### src/rtl/pc_seq_pkg.sv
package pc_seq_pkg;
  localparam int unsigned NUM_PHASES = 4;
  localparam int unsigned RST_VEC    = 'h000;
  localparam int unsigned EXT_VEC    = 'h004;
  localparam int unsigned TMR_VEC    = 'h008;
  localparam int unsigned BYTE_W     = 8;

  typedef enum logic [2:0] {
    SRC_INC  = 3'd0,
    SRC_SKIP = 3'd1,
    SRC_PCL  = 3'd2,
    SRC_RET  = 3'd3,
    SRC_JMP  = 3'd4,
    SRC_TMR  = 3'd5,
    SRC_EXT  = 3'd6
  } pc_src_e;
endpackage

### src/rtl/pc_phase_ring.sv
module pc_phase_ring import pc_seq_pkg::*; (
  input  logic                  clk,
  input  logic                  rst,
  output logic [NUM_PHASES-1:0] ph
);
  always_ff @(posedge clk) begin
    if (rst) ph <= NUM_PHASES'(1);
    else     ph <= {ph[NUM_PHASES-2:0], ph[NUM_PHASES-1]};
  end

  assert_phase_onehot_R1: assert property (@(posedge clk) disable iff (rst)
    $countones(ph) == 1);
  assert_phase_rotate_R1: assert property (@(posedge clk) disable iff (rst)
    1'b1 |=> ph == {$past(ph[NUM_PHASES-2:0]), $past(ph[NUM_PHASES-1])});
endmodule

### src/rtl/pc_next_sel.sv
module pc_next_sel import pc_seq_pkg::*; #(
  parameter int unsigned PC_W = 11
) (
  input  logic              in_flush,
  input  logic              ext_irq,
  input  logic              tmr_irq,
  input  logic              jmp_req,
  input  logic              ret_req,
  input  logic              pcl_wr,
  input  logic              skip_ok,
  input  logic [PC_W-1:0]   pc_cur,
  input  logic [PC_W-1:0]   jmp_target,
  input  logic [PC_W-1:0]   stack_top,
  input  logic [BYTE_W-1:0] pcl_data,
  output logic [PC_W-1:0]   pc_next,
  output logic              redirect
);
  pc_src_e src;

  always_comb begin
    if (in_flush)     src = SRC_INC;
    else if (ext_irq) src = SRC_EXT;
    else if (tmr_irq) src = SRC_TMR;
    else if (jmp_req) src = SRC_JMP;
    else if (ret_req) src = SRC_RET;
    else if (pcl_wr)  src = SRC_PCL;
    else if (skip_ok) src = SRC_SKIP;
    else              src = SRC_INC;
  end

  always_comb begin
    case (src)
      SRC_EXT:  pc_next = PC_W'(EXT_VEC);
      SRC_TMR:  pc_next = PC_W'(TMR_VEC);
      SRC_JMP:  pc_next = jmp_target;
      SRC_RET:  pc_next = stack_top;
      SRC_PCL:  pc_next = {pc_cur[PC_W-1:BYTE_W], pcl_data};
      SRC_SKIP: pc_next = pc_cur + PC_W'(2);
      default:  pc_next = pc_cur + PC_W'(1);
    endcase
    redirect = (src != SRC_INC);
  end
endmodule

### src/rtl/pc_sequencer.sv
module pc_sequencer import pc_seq_pkg::*; #(
  parameter int unsigned PC_W = 11   // 9, 10 or 11
) (
  input  logic                  clk,
  input  logic                  rst,
  input  logic                  ext_irq,
  input  logic                  tmr_irq,
  input  logic                  jmp_req,
  input  logic                  ret_req,
  input  logic                  pcl_wr,
  input  logic                  skip_ok,
  input  logic [PC_W-1:0]       jmp_target,
  input  logic [PC_W-1:0]       stack_top,
  input  logic [BYTE_W-1:0]     pcl_data,
  output logic [NUM_PHASES-1:0] phase,
  output logic [PC_W-1:0]       pc,
  output logic                  flush,
  output logic                  t1_sync
);
  localparam int unsigned LAST_PH = NUM_PHASES - 1;

  logic [NUM_PHASES-1:0] ph;
  logic [PC_W-1:0]       pc_q, pc_nx;
  logic                  flush_q, redir;
  logic                  cycle_end;

  pc_phase_ring u_ring (
    .clk (clk),
    .rst (rst),
    .ph  (ph)
  );

  assign cycle_end = ph[LAST_PH];

  pc_next_sel #(.PC_W(PC_W)) u_sel (
    .in_flush   (flush_q),
    .ext_irq    (ext_irq),
    .tmr_irq    (tmr_irq),
    .jmp_req    (jmp_req),
    .ret_req    (ret_req),
    .pcl_wr     (pcl_wr),
    .skip_ok    (skip_ok),
    .pc_cur     (pc_q),
    .jmp_target (jmp_target),
    .stack_top  (stack_top),
    .pcl_data   (pcl_data),
    .pc_next    (pc_nx),
    .redirect   (redir)
  );

  always_ff @(posedge clk) begin
    if (rst) begin
      pc_q    <= PC_W'(RST_VEC);
      flush_q <= 1'b0;
    end else if (cycle_end) begin
      pc_q    <= pc_nx;
      flush_q <= redir;
    end
  end

  assign phase   = ph;
  assign pc      = pc_q;
  assign flush   = flush_q;
  assign t1_sync = ph[0];

  assert_pc_hold_R3: assert property (@(posedge clk) disable iff (rst)
    !phase[LAST_PH] |=> $stable(pc) && $stable(flush));
  assert_t1_pulse_R2: assert property (@(posedge clk) disable iff (rst)
    t1_sync |=> !t1_sync);
  assert_flush_once_R12: assert property (@(posedge clk) disable iff (rst)
    flush && phase[LAST_PH] |=> !flush && pc == $past(pc) + PC_W'(1));
  assert_ext_vector_R10: assert property (@(posedge clk) disable iff (rst)
    phase[LAST_PH] && !flush && ext_irq |=> pc == PC_W'(EXT_VEC) && flush);
  assert_pcl_page_R9: assert property (@(posedge clk) disable iff (rst)
    phase[LAST_PH] && !flush && pcl_wr && !ext_irq && !tmr_irq && !jmp_req && !ret_req
    |=> pc[PC_W-1:BYTE_W] == $past(pc[PC_W-1:BYTE_W]) && flush);
endmodule

### config.mk
export PLATFORM = sky130hd
export DESIGN_NAME = pc_sequencer
export DESIGN_NICKNAME = d
export VERILOG_FILES = /design/src/rtl/pc_seq_pkg.sv /design/src/rtl/pc_phase_ring.sv /design/src/rtl/pc_next_sel.sv /design/src/rtl/pc_sequencer.sv
export SDC_FILE = /design/constraint.sdc
export NUM_CORES = 1
export LEC_CHECK = 0
export CORE_UTILIZATION = 46
export DETAILED_ROUTE_END_ITERATION = 10
export GPL_TIMING_DRIVEN = 0
export PLACE_DENSITY = 0.82
export SYNTH_ARGS = -nofsm -noshare
export SYNTH_HDL_FRONTEND = slang
export SYNTH_SLANG_ARGS = --single-unit
export TNS_END_PERCENT = 1
### constraint.sdc
create_clock -name clk -period 3.2 [get_ports clk]
set_clock_uncertainty 0.2 [all_clocks]
set_input_delay 0.48 -clock clk [delete_from_list [all_inputs] [get_ports clk]]
set_output_delay 0.48 -clock clk [all_outputs]
set_load 0.02 [all_outputs]
==> results of run 1 <==
[how the worst max path moves through the flow]
stage / startpoint / to / slack, ps / cells past startpoint
finish: ret_req / pc[3] / 780 / 6
global route: ret_req / pc[10] / 680 / 7
CTS: ret_req / pc[3] / 840 / 6
detailed placement: ret_req / pc[3] / 520 / 6
global placement: ret_req / pc[3] / 570 / 6
floorplan: pc[1] / pc[9] / 1270 / 6
[worst register-to-register path: stages (launching register included)]
cell and delay (ps):
dfxtp_1 340, clkbuf_1 410, nor2_1 220, a221o_1 330, a21o_1 150, a211oi_1 250, a2111oi_2 80
[per-layer routing]
| layer | global-route usage | wire length [um] | up-vias |
|---|---|---|---|
| met1 | 0.380 | 1830 | 746 |
| met5 | 0 | 0 | - |
| met4 | 0.0871 | 67 | 0 |
| met2 | 0.494 | 2090 | 72 |
| li1 | - | - | 774 |
| met3 | 0.0442 | 307 | 9 |
[cell type report]
cell class / count / area, um^2 / share of cell area
plain buffers: 14 / 80.1 / 0.0416
clock buffers: 4 / 36.3 / 0.0189
inverters: 3 / 11.3 / 0.00586
multi-input cells: 145 / 926 / 0.481
flip-flops and latches: 16 / 320 / 0.167
well taps: 31 / 38.8 / 0.0202
repair buffers: 51 / 510 / 0.265
[logic make-up after synthesis]
kind of cell	after synthesis	synth area share
simple gates	76	0.301
compound gates	53	0.280
buf+inv	17	0.0683
flops	16	0.239
xor+xnor	13	0.0851
fa+ha+maj	2	0.0187
mux	1	0.00748
[cells in the final DEF (no fill, tap or decap), drive strengths merged, types with 5 or more instances in the layout]
cell / count
nor3: 6
nor2: 16
nand2: 15
nand3: 11
o21ai: 9
nor2b: 7
a221oi: 5
buf: 11
xor2: 6
clkbuf: 7
xnor2: 7
clkdlybuf4s50: 51
a21oi: 14
nand4: 8
dfxtp: 16
[synth_stat cells, drive strengths merged]
cell,instances
nand4b,1
nor3,6
a22oi,2
a21o,3
a221o,3
a22o,2
o2bb2ai,1
nor3b,1
a31oi,2
clkbuf,3
and4,1
nand4,8
a2111oi,2
nand3,11
dfxtp,16
o221ai,1
a211oi,3
ha,2
nor2,16
nand2,15
a221oi,5
xnor2,7
nor4,3
inv,3
a32o,1
nand2b,1
and3,3
nor2b,7
a31o,1
buf,11
xor2,6
o21bai,2
o21ai,9
mux2i,1
a21oi,14
and2,3
o21ba,2
[state kept, by name (all words and copies together) (netlist names)]
name       flops
u_ring.ph      4
flush          1
pc            11
[through the flow]
| stage | power [W] | area (um^2) |
|---|---|---|
| detailed placement | 0.000351 | 1890 |
| global route | 0.000512 | 1920 |
| global placement | 0.000347 | 1890 |
| finish | 0.000488 | 1920 |
| floorplan | 0.000279 | 1340 |
| CTS | 0.000489 | 1920 |
[power groups by stage]
stage	Clock [W]	Sequential [W]	Combinational, W
CTS	0.000143	0.000211	0.000136
global placement	0	0.000215	0.000132
floorplan	0	0.000222	0.0000571
global route	0.000152	0.000212	0.000147
detailed placement	0	0.000216	0.000135
finish	0.000140	0.000211	0.000137
==> impl_metrics.csv, run 1 <==
group,metric,value,unit
run_status,outcome,"completed",
pwr,peakVddDrop,0.293,mV
cells_and_area,utilization,0.697,
clock_network,post-cts-setup-buffer-count,0,
sta,hold_ws,274,ps
sta,fmax,413,MHz
drt,first_iter_violations,125,
synthesis,syn_nets,218,
sta,slew_viol_final,0,
worst_setup_path,max_stage_delay,560,ps
synthesis,synth_top_area_frac,0.239,
pwr,p_leak,0.721,nW
placed_design,hpwl,3330,um
global_routing,antenna_found_initial,0,
cells_and_area,insertedDiodeCount,0,
synthesis,syn_area_per_cell,7.51,um^2
synthesis,postSynthCellCount,178,
synthesis,synth_area_leaders,"dfxtp_1 (24%), a21oi_1 (5.2%), xnor2_1 (4.6%)",
drt,wirelength,4290,um
worst_setup_path,cp_slowest_cell,"nor3_1",
sta,setup_viol,0,
synthesis,netlist-cell-type-count,41,
worst_setup_path,criticalPathCategory,"input port to flop",
cells_and_area,stdcell_count,264,
worst_setup_path,required,3200,ps
global_routing,grt_pass1_vias,1525,
synthesis,yosysSeqAreaShare,0.239,
placed_design,port-buffer-count,51,
clock_network,cts_resized,0,
drt,ant_nets,0,
clock_network,htree_levels,1,
worst_setup_path,r2r-start,"u_ring.ph[3]",
floorplanning,start_util,0.485,
drt,detail_route.first_pass.iterations,4,
clock_network,cts-root-buf,"clkbuf_4",
drt,drc,0,
global_routing,overflow,0,
pwr,p_int,0.000350,W
clock_network,clock-sinks,16,
clock_network,cts_hold_buf,0,
synthesis,synth_warnings,0,
worst_setup_path,critPathCaptureType,"flop",
clock_network,cts_tree,"built",
clock_network,cts_max_path_buffers,2,
pwr,swShare,0.284,
worst_setup_path,reg2reg_to,"pc[6]",
floorplanning,die_x,55.9,um
placed_design,place.gp.congestion,0.903,
clock_network,path_clk_slew,90,ps
pwr,combPwrFrac,0.281,
pwr,p_per_area,254,nW/um^2
floorplanning,rows,19,
worst_setup_path,path_buf_inv,2,
floorplanning,coreArea,2760,um^2
min_path,min_from,"u_ring.ph[1]",
min_path,holdCritPathClass,"flop to flop",
cells_and_area,drive_above_1_share,0.0901,
min_path,hold_end,"u_ring.ph[2]",
worst_setup_path,critPathArrivalTime,2420,ps
job,cap_viol_max_count,0,
sta,max_slew_margin,0.566,
clock_network,insertion_delay,300,ps
clock_network,cts_buffers,3,
pwr,p_sw,0.000139,W
synthesis,synth.ff_latch_count,16,
sta,rsz0062_at_grt,"no",
synthesis,syn_area,1340,um^2
synthesis,yosys.area.top_type,"dfxtp_1",
cells_and_area,fin_nets,274,
min_path,hold_depth,1,
floorplanning,fp.dieH,55.9,um
global_routing,grt_usage,0.290,
sta,hold_violations,0,
placed_design,post-place-ws,523,ps
cells_and_area,n_fill_cell,248,
worst_setup_path,worstPathCellList,"clkdlybuf4s50_1 -> nor3_1 -> a21o_1 -> buf_2 -> nand2_1 -> a32o_1",
worst_setup_path,crit_fanout,10,
floorplanning,die_area,3130,um^2
worst_setup_path,r2r_slack,1110,ps
sta,fin_crit,2420,ps
sta,worst_slew_pin_slew,647,ps
worst_setup_path,start_kind,"input port",
sta,setup_tns,0,ps
placed_design,dp.cells,260,
drt,wl_per_cell,16.3,um
pwr,p_seq_frac,0.433,
pwr,clkPwrFrac,0.287,
worst_setup_path,r2r_cells,6,
worst_setup_path,cp_top_family,"buffers and inverters",
sta,fin_ws,781,ps
sta,period_share,0.756,
drt,viasPerCell,6.06,
drt,vias,1601,
global_routing,grt_pass1_wl,7140,um
cells_and_area,layout-area-overhead-vs-synth,43.8,%
floorplanning,io-pin-count,55,
global_routing,grt_max_degree,11,
No activity file was read; power rests on OpenSTA's default activity.
==> run 2: changes to the inputs <==
CORE_UTILIZATION = 43   (was 46)
PLACE_DENSITY = 0.77   (was 0.82)
clock period = 2.3 ns   (was 3.2 ns; I/O delays follow)
==> impl_metrics.csv, run 2 (synthesis results as in run 1) <==
group,metric,value,unit
floorplanning,io-pin-count,55,
cells_and_area,layout_common_cells,"clkdlybuf4s50_1 (51), nor2_1 (16), dfxtp_1 (16), nand2_1 (15), a21oi_1 (14)",
drt,detail_route.first_pass.iterations,7,
clock_network,insertion_delay,290,ps
cells_and_area,utilization,0.676,
placed_design,post-place-ws,-219,ps
job,cap_viol_max_count,0,
clock_network,cts_hold_buf,0,
drt,viasPerCell,5.98,
drt,wirelength,4170,um
cells_and_area,insertedDiodeCount,0,
clock_network,path_clk_slew,90,ps
global_routing,grt_pass1_wl,6780,um
cells_and_area,drive_above_1_share,0.0944,
clock_network,cts_buffers,3,
sta,slew_viol_final,0,
clock_network,htree_levels,1,
cells_and_area,fin_nets,274,
sta,fin_ws,172,ps
sta,rsz0062_at_grt,"no",
sta,fin_crit,2130,ps
cells_and_area,stdcell_count,264,
run_status,outcome,"finished, violations left",
worst_setup_path,required,2260,ps
sta,period_share,0.925,
global_routing,grt_max_degree,11,
worst_setup_path,crit_fanout,10,
sta,setup_viol,0,
worst_setup_path,r2r_slack,170,ps
sta,max_slew_margin,0.599,
global_routing,grt_usage,0.265,
pwr,p_per_area,350,nW/um^2
global_routing,overflow,0,
floorplanning,fp.dieH,57.8,um
worst_setup_path,critPathLaunch,"u_ring.ph[3]",
run_status,failed_checks,"design-rule violations",
pwr,peakVddDrop,0.259,mV
cells_and_area,largest_reg_flops,11,
worst_setup_path,r2r_cells,6,
global_routing,grt_pass1_vias,1502,
drt,wl_per_cell,15.8,um
worst_setup_path,r2r-start,"u_ring.ph[3]",
drt,first_iter_violations,105,
drt,drc,2,
drt,ant_nets,0,
clock_network,cts-root-buf,"clkbuf_4",
placed_design,hpwl,3290,um
placed_design,place.gp.congestion,0.883,
worst_setup_path,start_kind,"flop",
clock_network,cts_max_path_buffers,2,
drt,vias,1580,
sta,fmax,470,MHz
clock_network,clock-sinks,16,
worst_setup_path,critPathCaptureType,"flop",
placed_design,dp.cells,260,
sta,hold_violations,0,
worst_setup_path,reg2reg_to,"pc[10]",
floorplanning,die_area,3340,um^2
worst_setup_path,endpoint,"pc[10]",
floorplanning,start_util,0.469,
floorplanning,coreArea,2850,um^2
cells_and_area,layout-area-overhead-vs-synth,44.2,%
worst_setup_path,critPathArrivalTime,2090,ps
sta,setup_tns,0,ps
global_routing,antenna_found_initial,0,
min_path,holdCritPathClass,"flop to flop",
floorplanning,rows,19,
clock_network,cts_tree,"built",
pwr,p_leak,0.722,nW
sta,worst_slew_pin_slew,599,ps
cells_and_area,final_common_cell,"clkdlybuf4s50_1",
floorplanning,die_x,57.8,um
placed_design,port-buffer-count,51,
worst_setup_path,criticalPathCategory,"flop to flop",
run 2: cell counts in the layout (fill, tap and decap cells not counted):
No cell type changed its count.
run 2: worst min-delay path by stage:
| stage | startpoint | to | slack (ps) | cells after the start |
|---|---|---|---|---|
| 4_1_cts | u_ring.ph[1] | u_ring.ph[2] | 270 | 1 |
| 5_1_grt | u_ring.ph[1] | u_ring.ph[2] | 290 | 1 |
| 6_report | u_ring.ph[2] | u_ring.ph[3] | 270 | 1 |
| 3_5_place_dp | u_ring.ph[1] | u_ring.ph[2] | 250 | 1 |
| 3_3_place_gp | u_ring.ph[1] | u_ring.ph[2] | 240 | 1 |
| 2_1_floorplan | rst | u_ring.ph[0] | 290 | 2 |
run 2: layout make-up:
cell class | count | area [um^2]
plain buffers | 14 | 80.1
multi-input cells | 145 | 931
flip-flops and latches | 16 | 320
inverters | 3 | 11.3
fillers | 271 | 925
clock buffers | 4 | 36.3
repair buffers | 51 | 510
well taps | 31 | 38.8
run 2: timing repair:
action | in CTS | in global routing
gates resized for setup | 0 | 1
buffers inserted | 0 | 0
endpoints found under the setup margin | 0 | 5
run 2: per-stage QoR:
step | area (um^2) | hold slack [ps] | power, W
floorplan | 1340 | 289 | 0.000388
global placement | 1890 | 242 | 0.000484
global route | 1930 | 289 | 0.000706
finish | 1930 | 270 | 0.000674
CTS | 1920 | 272 | 0.000675
detailed placement | 1890 | 254 | 0.000487
run 2: critical path, stage by stage, from the launching register on:
cell and delay [ps]:
dfxtp_1 330, clkbuf_1 390, inv_1 170, a21oi_1 440, nand4_1 230, a21oi_1 180
nor4_1 60
run 2: metal layers:
| metal | global-route usage | vias up | wire (um) |
|---|---|---|---|
| met4 | 0.0918 | 0 | 78 |
| met3 | 0.0446 | 8 | 263 |
| met5 | 0 | - | 0 |
| met2 | 0.445 | 66 | 2020 |
| met1 | 0.343 | 733 | 1810 |
| li1 | - | 773 | - |
run 2: power by group:
part	internal (W)	switching, W	total (W)
clock network	0.0000964	0.0000945	0.000191
registers	0.000285	0.00000865	0.000294
logic	0.000105	0.0000844	0.000189
==> run 3: changes to the inputs <==
CORE_ASPECT_RATIO = 1.4   (was not set)
==> impl_metrics.csv, run 3 (synthesis results as in run 1) <==
group,metric,value,unit
run_status,outcome,"completed",
floorplanning,rows,23,
sta,worst_slew_pin_slew,599,ps
cells_and_area,layout_common_cells,"clkdlybuf4s50_1 (51), nor2_1 (16), dfxtp_1 (16), nand2_1 (15), a21oi_1 (14)",
worst_setup_path,critPathCaptureType,"flop",
job,cap_viol_max_count,0,
clock_network,insertion_delay,260,ps
global_routing,overflow,0,
worst_setup_path,required,2240,ps
worst_setup_path,endpoint,"pc[3]",
worst_setup_path,criticalPathCategory,"input port to flop",
cells_and_area,layout-area-overhead-vs-synth,46.6,%
cells_and_area,final_common_cell,"clkdlybuf4s50_1",
drt,wirelength,4360,um
drt,ant_nets,0,
clock_network,clock-sinks,16,
worst_setup_path,r2r-start,"pc[1]",
min_path,holdCritPathClass,"flop to flop",
worst_setup_path,r2r_cells,6,
floorplanning,die_area,3340,um^2
worst_setup_path,critPathLaunch,"ret_req",
global_routing,grt_pass1_vias,1514,
placed_design,hpwl,3460,um
pwr,p_per_area,380,nW/um^2
sta,setup_viol,0,
worst_setup_path,reg2reg_to,"pc[9]",
global_routing,grt_usage,0.270,
sta,rsz0062_at_grt,"no",
cells_and_area,insertedDiodeCount,0,
pwr,p_leak,0.731,nW
floorplanning,start_util,0.460,
drt,detail_route.first_pass.iterations,4,
placed_design,placed_area,1890,um^2
floorplanning,io-pin-count,55,
worst_setup_path,r2r_slack,180,ps
sta,period_share,0.951,
clock_network,cts_hold_buf,0,
sta,fmax,457,MHz
cells_and_area,utilization,0.675,
sta,slew_viol_final,0,
pwr,power,0.000746,W
cells_and_area,seqCellArea,320,um^2
cells_and_area,drive_above_1_share,0.0987,
global_routing,grt_max_degree,11,
drt,viasPerCell,5.96,
worst_setup_path,crit_fanout,8,
floorplanning,fp.dieH,68.0,um
cells_and_area,design_area,1960,um^2
placed_design,place.gp.congestion,0.904,
clock_network,cts_max_path_buffers,2,
clock_network,htree_levels,1,
drt,first_iter_violations,55,
drt,wl_per_cell,16.1,um
clock_network,path_clk_slew,60,ps
cells_and_area,largest_reg_flops,11,
sta,hold_violations,0,
sta,max_slew_margin,0.599,
drt,vias,1608,
placed_design,port-buffer-count,51,
floorplanning,die_x,49.1,um
worst_setup_path,start_kind,"input port",
clock_network,cts-root-buf,"clkbuf_8",
clock_network,post-cts-setup-buffer-count,0,
cells_and_area,n_fill_cell,271,
clock_network,cts_tree,"built",
floorplanning,coreArea,2910,um^2
global_routing,antenna_found_initial,0,
clock_network,cts_buffers,3,
clock_network,cts_resized,1,
global_routing,grt_pass1_wl,6760,um
sta,fin_crit,2190,ps
cells_and_area,fin_nets,274,
drt,drc,0,
cells_and_area,multi_input_area,937,um^2
pwr,peakVddDrop,0.239,mV
worst_setup_path,critPathArrivalTime,2120,ps
run 3: cell count changes in the layout (fill, tap and decap cells not counted):
cell       change
clkbuf_8       +3
a2111oi_2      +1
clkbuf_4       -3
a2111oi_0      -1
run 3: worst min path at each step:
| stage | slack (ps) | cells past startpoint | from | to |
|---|---|---|---|---|
| 2_1_floorplan | 290 | 2 | rst | u_ring.ph[0] |
| 3_5_place_dp | 270 | 1 | u_ring.ph[2] | u_ring.ph[3] |
| 6_report | 270 | 1 | u_ring.ph[2] | u_ring.ph[3] |
| 4_1_cts | 280 | 1 | u_ring.ph[2] | u_ring.ph[3] |
| 3_3_place_gp | 240 | 1 | u_ring.ph[1] | u_ring.ph[2] |
| 5_1_grt | 290 | 1 | u_ring.ph[1] | u_ring.ph[2] |
run 3: worst max-delay path, stage by stage:
cell,delay [ps]
clkdlybuf4s50_1,630
nor2b_1,120
and2_1,170
buf_4,160
a221oi_1,240
o221ai_1,180
a32o_1,280
run 3: where the power goes:
group          switching (W)  leakage [nW]  internal, W
registers         0.00000886         0.130     0.000285
logic              0.0000879         0.572     0.000106
clock network       0.000106        0.0288     0.000152
run 3: area by class of cell:
cell class / instances / area share
Multi-Input combinational cell: 145 / 0.478
Timing Repair Buffer: 51 / 0.260
Sequential cell: 16 / 0.163
Buffer: 14 / 0.0408
Clock buffer: 4 / 0.0281
Tap cell: 37 / 0.0236
Inverter: 3 / 0.00574
run 3: layer usage:
| metal | part of all wire | routed length [um] | global-route usage |
|---|---|---|---|
| met1 | 0.39 | 1680 | 0.287 |
| met3 | 0.046 | 199 | 0.0378 |
| met2 | 0.53 | 2330 | 0.512 |
| met4 | 0.034 | 148 | 0.143 |
| met5 | 0 | 0 | 0 |
run 3: stage by stage:
step                      setup WS, ps  hold slack, ps  TNS, ps  instances
after global placement            -224             241     -773        266
after global routing              12.4             290        0        270
final                              114             272        0        270
after floorplan                    372             289        0        178
after CTS                         42.9             278        0        270
after detailed placement          -299             270    -1510        266
